<file path="config.mk">
export PLATFORM = sky130hd
export DESIGN_NAME = pt_walker
export DESIGN_NICKNAME = d
export VERILOG_FILES = /design/src/rtl/pt_walker_pkg.sv /design/src/rtl/ptw_addr_form.sv /design/src/rtl/ptw_pte_check.sv /design/src/rtl/pt_walker.sv
export SDC_FILE = /design/constraint.sdc
export NUM_CORES = 1
export LEC_CHECK = 0
export BUFFER_PORTS_ARGS = -buffer_cell sky130_fd_sc_hd__buf_4
export CAP_MARGIN = 20
export CORE_UTILIZATION = 35
export DETAILED_ROUTE_END_ITERATION = 12
export SYNTH_ARGS = -nofsm -noshare
export SYNTH_HDL_FRONTEND = slang
export SYNTH_SLANG_ARGS = --single-unit
export TNS_END_PERCENT = 30
</file>
<file path="constraint.sdc">
create_clock -name clk -period 1.4 [get_ports clk]
set_input_delay 0.28 -clock clk [delete_from_list [all_inputs] [get_ports clk]]
set_output_delay 0.28 -clock clk [all_outputs]
set_load 0.05 [all_outputs]
</file>
<file path="src/rtl/pt_walker_pkg.sv">
package pt_walker_pkg;

  // Access kinds.
  localparam logic [1:0] KIND_READ  = 2'b00;
  localparam logic [1:0] KIND_WRITE = 2'b01;
  localparam logic [1:0] KIND_FETCH = 2'b10;

  // Fault codes.
  localparam logic [1:0] FLT_NONE = 2'b00;
  localparam logic [1:0] FLT_PAGE = 2'b01;
  localparam logic [1:0] FLT_PROT = 2'b10;

  // Entry bit positions.
  localparam int PTE_VALID   = 0;
  localparam int PTE_RDONLY  = 1;
  localparam int PTE_SUPER   = 2;
  localparam int PTE_PPN_LSB = 3;

  typedef enum logic [2:0] {
    ST_IDLE    = 3'd0,
    ST_READ    = 3'd1,
    ST_WAIT    = 3'd2,
    ST_CHECK   = 3'd3,
    ST_RESPOND = 3'd4
  } walk_state_t;

endpackage

</file>
<file path="src/rtl/ptw_addr_form.sv">
module ptw_addr_form #(
  parameter int PTBR_W = 10,
  parameter int VA_W   = 16,
  parameter int OFF_W  = 10,
  localparam int VPN_W = VA_W - OFF_W
) (
  input  logic [PTBR_W-1:0]       base,
  input  logic [VA_W-1:0]         vaddr,
  output logic [PTBR_W+VPN_W-1:0] entry_addr,
  output logic [OFF_W-1:0]        offset
);
  // The base value sits above the page number; no adder is involved.
  assign entry_addr = {base, vaddr[VA_W-1:OFF_W]};
  assign offset     = vaddr[OFF_W-1:0];
endmodule

</file>
<file path="src/rtl/ptw_pte_check.sv">
module ptw_pte_check
  import pt_walker_pkg::*;
#(
  parameter int PTE_W = 16,
  parameter int PPN_W = 5
) (
  input  logic [PTE_W-1:0] pte,
  input  logic [1:0]       kind,
  input  logic             user,
  output logic [1:0]       fault,
  output logic [PPN_W-1:0] ppn
);
  logic wr_denied;
  logic priv_denied;

  assign ppn         = pte[PTE_PPN_LSB +: PPN_W];
  assign wr_denied   = (kind == KIND_WRITE) && pte[PTE_RDONLY];
  assign priv_denied = user && pte[PTE_SUPER];

  always_comb begin
    if (!pte[PTE_VALID])
      fault = FLT_PAGE;            // rights of an invalid entry are ignored
    else if (wr_denied || priv_denied)
      fault = FLT_PROT;
    else
      fault = FLT_NONE;
  end
endmodule

</file>
<file path="src/rtl/pt_walker.sv">
module pt_walker
  import pt_walker_pkg::*;
#(
  parameter int VA_W       = 16,
  parameter int PAGE_BYTES = 1024,
  parameter int PPN_W      = 5,
  parameter int PTBR_W     = 10,
  parameter int PTE_W      = 16,
  localparam int OFF_W     = $clog2(PAGE_BYTES),
  localparam int VPN_W     = VA_W - OFF_W,
  localparam int MAW       = PTBR_W + VPN_W,
  localparam int PA_W      = PPN_W + OFF_W
) (
  input  logic              clk,
  input  logic              rst,
  input  logic              req_valid,
  output logic              req_ready,
  input  logic [VA_W-1:0]   req_vaddr,
  input  logic [1:0]        req_kind,
  input  logic              req_user,
  input  logic [PTBR_W-1:0] ptbr,
  output logic              mem_req_valid,
  output logic [MAW-1:0]    mem_req_addr,
  input  logic              mem_resp_valid,
  input  logic [PTE_W-1:0]  mem_resp_data,
  output logic              resp_valid,
  output logic [PA_W-1:0]   resp_paddr,
  output logic [1:0]        resp_fault
);

  walk_state_t state;

  logic [MAW-1:0]   addr_c;
  logic [OFF_W-1:0] off_c;
  logic [OFF_W-1:0] off_q;
  logic [1:0]       kind_q;
  logic             user_q;
  logic [PTE_W-1:0] pte_q;
  logic [MAW-1:0]   addr_q;
  logic [1:0]       fault_c;
  logic [PPN_W-1:0] ppn_c;
  logic [PA_W-1:0]  paddr_q;
  logic [1:0]       fault_q;

  ptw_addr_form #(
    .PTBR_W (PTBR_W),
    .VA_W   (VA_W),
    .OFF_W  (OFF_W)
  ) u_addr (
    .base       (ptbr),
    .vaddr      (req_vaddr),
    .entry_addr (addr_c),
    .offset     (off_c)
  );

  ptw_pte_check #(
    .PTE_W (PTE_W),
    .PPN_W (PPN_W)
  ) u_check (
    .pte   (pte_q),
    .kind  (kind_q),
    .user  (user_q),
    .fault (fault_c),
    .ppn   (ppn_c)
  );

  always_ff @(posedge clk) begin
    if (rst) begin
      state   <= ST_IDLE;
      off_q   <= '0;
      kind_q  <= KIND_READ;
      user_q  <= 1'b0;
      pte_q   <= '0;
      addr_q  <= '0;
      paddr_q <= '0;
      fault_q <= FLT_NONE;
    end else begin
      unique case (state)
        ST_IDLE: begin
          if (req_valid) begin
            addr_q <= addr_c;
            off_q  <= off_c;
            kind_q <= req_kind;
            user_q <= req_user;
            state  <= ST_READ;
          end
        end
        ST_READ: state <= ST_WAIT;
        ST_WAIT: begin
          if (mem_resp_valid) begin
            pte_q <= mem_resp_data;
            state <= ST_CHECK;
          end
        end
        ST_CHECK: begin
          paddr_q <= {ppn_c, off_q};
          fault_q <= fault_c;
          state   <= ST_RESPOND;
        end
        ST_RESPOND: state <= ST_IDLE;
        default:    state <= ST_IDLE;
      endcase
    end
  end

  assign req_ready     = (state == ST_IDLE);
  assign mem_req_valid = (state == ST_READ);
  assign mem_req_addr  = addr_q;
  assign resp_valid    = (state == ST_RESPOND);
  assign resp_paddr    = paddr_q;
  assign resp_fault    = fault_q;

endmodule

</file>
### Yosys cells after proc, flatten, opt, wreduce, memory -nomap -nowiden

Cells that the tools add are included.

* register bits: 57
* input port bits: 49
* output and inout port bits: 36
* word-level logic and storage cells: 27

* eq/ne operators: 7
* muxes and demuxes: 5
* reductions and logical operators: 7

Operators with widths (number)
* $pmux W3 S4: 1
* $eq A3 B2 Y1 const B: 2
* $mux W3: 2
* $reduce_and A2 Y1: 3
* $mux W2: 2
* $ne A2 B2 Y1 const B: 2
* $eq A3 B1 Y1 const B: 1
* $eq A3 B3 Y1 const B: 1
* $logic_not A3 Y1: 1
* $eq A2 B1 Y1 const B: 1
* $logic_and A1 B1 Y1: 2
* $logic_or A1 B1 Y1: 1

### Logic depth before layout (Yosys ltp)

Gate-level depths: netlist of run 1.

* depth after elaboration: 5
* depth in mapped cells: 6
* mapped depth without buffers: 3

### Modules after synthesis

From an unflattened synthesis of run 1, not the netlist that was laid out.

* cell total of the unflattened synthesis: 308
* area total of the unflattened synthesis: 3138.0 µm²

By module, submodules not included
* pt_walker: times used 1, cells an instance 273, area each 2885.3 µm², seq. area each 1301.2 µm²
* ptw_addr_form: times used 1, cells an instance 26, area each 195.2 µm², seq. area each 0.0 µm²
* ptw_pte_check: times used 1, cells an instance 9, area each 57.6 µm², seq. area each 0.0 µm²

### Least setup slack after synthesis of run 1

No wires, ideal clock.

* kind: reg2out
* start: register state[0]
* end: output resp_valid
* data arrival time: 1.600 ns
* data required time: 1.120 ns
* slack: -0.480 ns
* stages on the path, launching flop included: 3
* path buffers: 1
* cell sequence: dfxtp_1 buf_4 nor3b_1

* cells in the longest elaborated chain, start to end: 1

Ends and longest elaborated chain
* from (decl): RTL line pt_walker.sv:31 `walk_state_t state;`
* from (signal assigned): RTL line pt_walker.sv:69 `state <= ST_IDLE;`
* from (signal assigned): RTL line pt_walker.sv:85 `state <= ST_READ;`
* from (signal assigned): RTL line pt_walker.sv:88 `ST_READ: state <= ST_WAIT;`
* $eq A3 B3 Y1: RTL line pt_walker.sv:109 `assign resp_valid = (state == ST_RESPOND);`
* to (decl): RTL line pt_walker.sv:26 `output logic resp_valid,`

Every way passes these cells.

### Final worst setup path of run 1

* start: register state[2]
* end: output resp_valid

Same word-level chain as after synthesis.

==> results of run 1 <==
==> repair_timing <==
item                       in CTS  in global routing
pin swaps                       1                  1
setup endpoints to repair       3                 55
resized for setup              13                 14
setup buffers                   5                  2
gates cloned                    0                  0
==> how the worst max path moves through the flow <==
| stage | slack [ns] | start | endpoint | depth (start not counted) |
|---|---|---|---|---|
| 3_3_place_gp | 0.12 | req_valid | mem_req_addr[1] | 5 |
| 6_report | -0.05 | state[2] | resp_valid | 3 |
| 3_5_place_dp | 0.12 | req_valid | off_q[7] | 5 |
| 2_1_floorplan | -0.48 | state[0] | resp_valid | 2 |
| 4_1_cts | -0.04 | state[2] | resp_valid | 3 |
| 5_1_grt | -0.12 | state[2] | resp_valid | 3 |
==> per-stage QoR <==
| stage | utilization (%) | TNS [ns] |
|---|---|---|
| after global placement | 49.2 | 0 |
| after detailed placement | 49.2 | 0 |
| after CTS | 53.9 | -0.110 |
| after floorplan | - | -1.35 |
| after global routing | 55.1 | -1.66 |
| final | 55.1 | -0.101 |
==> flip-flops by register name (all words and copies together) (netlist names) <==
register / flops
resp_fault: 2
user_q: 1
state: 3
kind_q: 2
off_q: 10
mem_req_addr: 16
pte_q: 8
resp_paddr: 15
==> report_power, final <==
| part | leakage [nW] | switching [mW] | internal (mW) | total, mW |
|---|---|---|---|---|
| clock | 0.0932 | 0.601 | 0.730 | 1.33 |
| combinational | 0.724 | 0.475 | 0.334 | 0.808 |
| sequential | 0.465 | 0.0446 | 1.72 | 1.76 |
| total | 1.28 | 1.12 | 2.78 | 3.90 |
==> cells by family (layout without fill, tap and decap cells) <==
group                     Yosys count  after routing  share of synthesized area (%)
and+or+nand+nor                   119            119                           24.5
DFF                                57             57                           55.0
AOI/OAI and AO/OA                  56             56                           13.9
buffers and inverters              20            112                           6.09
xor gates and xnor gates            1              1                          0.423
==> per-layer routing <==
metal	up-vias	track usage, %
met4	0	5.82
met5	-	0
li1	993	-
met1	846	19.6
met3	11	10.0
met2	70	27.2
==> worst max-delay path, stage by stage, from the launching register on <==
cell and delay, ns:
dfxtp_2 0.33, buf_6 0.13, nor3b_4 0.19, buf_6 0.18
==> cell usage in the layout, fill, tap and decap left out <==
master / count
nor2_1: 2
nor4b_4: 1
dfxtp_2: 2
a211oi_1: 1
nor4bb_4: 1
and3b_1: 1
xnor2_1: 1
a21oi_2: 12
and2_1: 1
and3b_2: 1
clkinv_2: 3
nor3_1: 1
nand3b_1: 1
o211ai_1: 1
a21oi_1: 42
or4b_4: 1
nand4bb_1: 1
buf_4: 86
clkbuf_8: 11
nand2_1: 105
dfxtp_1: 55
clkbuf_1: 2
buf_6: 7
buf_12: 3
nor3_2: 1
nor3b_4: 2
==> area by class of cell <==
class | count | area [um^2]
clock buffers | 13 | 159
clock inverters | 3 | 15.0
fillers | 553 | 2520
multi-input cells | 176 | 900
flip-flops and latches | 57 | 1140
well taps | 72 | 90.1
repair buffers | 96 | 785
==> flow_summary.json, run 1 <==
{
  "ir_drop_uv": 911,
  "crit_type": "reg2out",
  "gp_congestion": 0.688,
  "relSlewSlack_pct": 79.3,
  "leakage_nw": 1.28,
  "met3_wirelength_um": 451,
  "antenna_found_initial": 0,
  "status": "finished, violations left",
  "timing.final.ws_setup_ns": -0.0463,
  "reg2regPathDepth": 6,
  "insertion_delay_ns": 0.33,
  "die_h_um": 79.0,
  "hold_violations": 0,
  "die_w_um": 79.0,
  "grt_pass1_wl_um": 8070,
  "pwr_density_cell_mw_per_mm2": 1260,
  "dpl_cell_area_mm2": 0.00276,
  "grt_usage_pct": 17.3,
  "wl_per_cell_um": 12.0,
  "io_pins": 85,
  "period_minus_slack_ns": 1.45,
  "synth_edf_count": 0,
  "yosysMostFrequentCell": "nand2_1",
  "diodes": 0,
  "coreArea_mm2": 0.00561,
  "fmax_mhz": 691,
  "min_path_cells": 3,
  "min_to": "mem_req_addr[6]",
  "port_buffers": 76,
  "cts.sinks": 57,
  "drive_gt1_share_pct": 38.0,
  "cts_tree": "built",
  "grt_setup_unrepaired": "yes",
  "antenna_left": 0,
  "wl_met2_um": 2280,
  "post-synth-top-area-fraction_pct": 55.0,
  "grt_pass1_vias": 1731,
  "synthTopCellsByArea": "dfxtp_1 (55%), nand2_1 (19%), a21oi_1 (13%)",
  "yosys-top-cells-count": "nand2_1 (105), dfxtp_1 (57), a21oi_1 (53), clkbuf_1 (7)",
  "power.total_mw": 3.90,
  "end_kind": "primary output",
  "r2r-start": "state[2]",
  "hp-start": "ptbr[0]",
  "via_count": 1920,
  "path_clk_slew_ns": 0.06,
  "met1Wirelength_um": 2200,
  "setup_viol": 3,
  "tightestPinTransition_ns": 0.311,
  "dp_slack_ns": 0.115,
  "rows": 27,
  "yosys_warnings": 0,
  "ff2ff_setup_slack_ns": 0.01,
  "ys_types": 22,
  "synthToLayoutAreaGrowth_pct": 49.1,
  "yosysSeqAreaShare_pct": 55.0,
  "hold_buffers": 0,
  "routed_wl_um": 5000,
  "avgViaCountPerCell": 4.60,
  "synth.avg_cell_area_um2": 8.19,
  "dp_cells": 394,
  "synthesis.nets": 302,
  "grt_max_degree": 30,
  "final_cell_count_no_fill": 417,
  "synth_area_mm2": 0.00207,
  "synth_top_cell_by_area": "dfxtp_1",
  "synth_cells": 253,
  "synth-main-ff-cell": "dfxtp_1",
  "max_cap_violations": 0,
  "cts_max_level": 3,
  "async_reset_ff_share_pct": 0,
  "drt_iter0_drc": 70,
  "numCtsBuffers": 9,
  "root_buffer": "clkbuf_8",
  "clock_skew_ns": 0.00570,
  "grt-ovfl-total": 0,
  "firstDrtPassIters": 4,
  "cp_max_fo": 6,
  "cts_buffer_depth": 2,
  "critPathLaunchType": "flop",
  "initial_core_util_pct": 37.0,
  "violations": "negative setup slack",
  "nNetsFinal": 389,
  "critical_path_arrival_ns": 1.17,
  "drcViolationCount": 0,
  "min_path_type": "in2reg",
  "top_layer": "met4",
  "fin_area_mm2": 0.00309,
  "dieArea_mm2": 0.00624,
  "fin_crit_sh_pct": 103,
  "dp_hpwl_um": 3190,
  "reg2reg_to": "mem_req_addr[9]",
  "required_ns": 1.12,
  "ys_seq_elements": 57,
  "maxSlewViolCount": 0,
  "holdWs_ns": 0.192
}
(Power assumes the default switching activity.)
==> inputs of run 2 (changes only) <==
--- a/config.mk
+++ b/config.mk
@@ -7,6 +7,7 @@
 export LEC_CHECK = 0
 export BUFFER_PORTS_ARGS = -buffer_cell sky130_fd_sc_hd__buf_4
 export CAP_MARGIN = 20
+export CORE_ASPECT_RATIO = 0.6
 export CORE_UTILIZATION = 35
 export DETAILED_ROUTE_END_ITERATION = 12
 export SYNTH_ARGS = -nofsm -noshare
==> flow_summary.json, run 2 (synthesis results as in run 1) <==
{
  "cts_buffer_depth": 2,
  "pwr-share-comb_pct": 19.5,
  "critPathLaunchType": "flop",
  "final_cell_mix": "nand2_1 (103), buf_4 (86), dfxtp_1 (54)",
  "cp.depth": 4,
  "synthToLayoutAreaGrowth_pct": 51.6,
  "pwr_density_cell_mw_per_mm2": 1340,
  "crit_family": "simple AND/OR/NAND/NOR gates",
  "grt_setup_unrepaired": "yes",
  "gp_congestion": 0.714,
  "drcViolationCount": 0,
  "max_stage_delay_ns": 0.66,
  "layout_commonest_cell": "nand2_1",
  "diodes": 0,
  "fin_area_mm2": 0.00314,
  "p_int_mw": 3.04,
  "tightestPinTransition_ns": 0.260,
  "drive_gt1_share_pct": 39.7,
  "largest_reg_flops": 16,
  "cp_max_fo": 15,
  "required_ns": 1.61,
  "grt-ovfl-total": 0,
  "max_cap_violations": 0,
  "io_pins": 85,
  "cp_num_buf_inv": 1,
  "cts_tree": "built",
  "hold_violations": 0,
  "p_sw_share_pct": 27.7,
  "root_buffer": "clkbuf_8",
  "critical_path_arrival_ns": 1.66,
  "maxSlewViolCount": 0,
  "via_count": 1948,
  "min_path_cells": 3,
  "antenna_found_initial": 0,
  "clock_power_share_pct": 38.6,
  "status": "finished, violations left",
  "grt_usage_pct": 18.3,
  "leakage_nw": 1.29,
  "timing.final.ws_setup_ns": -0.0514,
  "tns_ns": -0.576,
  "insertion_delay_ns": 0.33,
  "antenna_left": 0,
  "dieArea_mm2": 0.00625,
  "dpl_cell_area_mm2": 0.00274,
  "violations": "negative setup slack",
  "firstDrtPassIters": 4,
  "routed_wl_um": 5290,
  "pwr-share-seq_pct": 41.9,
  "cts.sinks": 57,
  "coreArea_mm2": 0.00565,
  "switchingPower_mw": 1.17,
  "path_clk_slew_ns": 0.07,
  "nNetsFinal": 389,
  "avgViaCountPerCell": 4.58,
  "crit_path_top_delay_cell": "or4b_4",
  "setup_viol": 26,
  "drt_iter0_drc": 87,
  "grt_pass1_vias": 1715,
  "clock_skew_ns": 0.0114,
  "die_h_um": 61.6,
  "worstPathCellList": "buf_4, or4b_4, nand2_1, a21oi_2",
  "relSlewSlack_pct": 82.6,
  "numCtsBuffers": 9,
  "cts_max_level": 3,
  "period_minus_slack_ns": 1.45,
  "rows": 21,
  "crit_type": "reg2reg",
  "min_path_type": "in2reg",
  "fmax_mhz": 689,
  "hold_buffers": 0,
  "grt_pass1_wl_um": 8220,
  "grt_max_degree": 37,
  "dp_hpwl_um": 3220,
  "reg2regPathDepth": 4,
  "wl_per_cell_um": 12.4,
  "die_w_um": 101,
  "ir_drop_uv": 562,
  "fin_crit_sh_pct": 104,
  "end_kind": "flop",
  "port_buffers": 76,
  "initial_core_util_pct": 36.7
}
run 2: layout make-up:
cell class                      instances  area, um^2
Multi-Input combinational cell        177         923
Tap cell                               80         100
Clock buffer                           10         128
Clock inverter                          6        82.6
Sequential cell                        57        1140
Timing Repair Buffer                   95         764
Fill cell                             565        2510
run 2: path summary, 6_finish.rpt:
kind	start	endpoint	slack, ns
worst min-delay path	req_vaddr[9]	off_q[9]	0.19
worst min register to register	off_q[0]	resp_paddr[0]	0.45
worst max-delay path	state[1]	user_q	-0.05
worst max register to register	state[1]	user_q	-0.05
run 2: layer usage:
layer / part of all wire (%) / global-route usage, %
met2: 42 / 26.8
met1: 49 / 23.6
met4: 0.79 / 7.45
met5: 0 / 0
met3: 7.9 / 8.06
run 2: power by group through the flow:
stage	registers, mW	clock network (mW)	logic (mW)
6_report	1.77	1.63	0.819
5_1_grt	1.78	1.74	0.883
4_1_cts	1.76	1.68	0.796
3_5_place_dp	1.80	0	0.709
3_3_place_gp	1.80	0	0.703
2_1_floorplan	1.94	0	0.327
run 2: metrics by stage:
stage	util [%]	hold slack, ns	instances	power (mW)	setup slack (ns)
2_1_floorplan	-	0.416	253	2.26	-0.480
3_3_place_gp	48.5	0.438	401	2.50	0.0321
3_5_place_dp	48.5	0.443	401	2.51	0.0277
4_1_cts	54.5	0.172	425	4.24	-0.0498
5_1_grt	55.6	0.179	425	4.40	-0.109
6_report	55.6	0.190	425	4.21	-0.0514
run 2: timing repair:
action                                  CTS  global route
resized for setup                        17            17
cloned                                    1             0
buffers inserted                          7             0
pin swaps                                31             0
endpoints found under the setup margin    3            47
run 2: tightest hold or removal path, cell delays in order:
cell and delay [ns]:
buf_4 0.10, nand2_1 0.04, a21oi_1 0.05
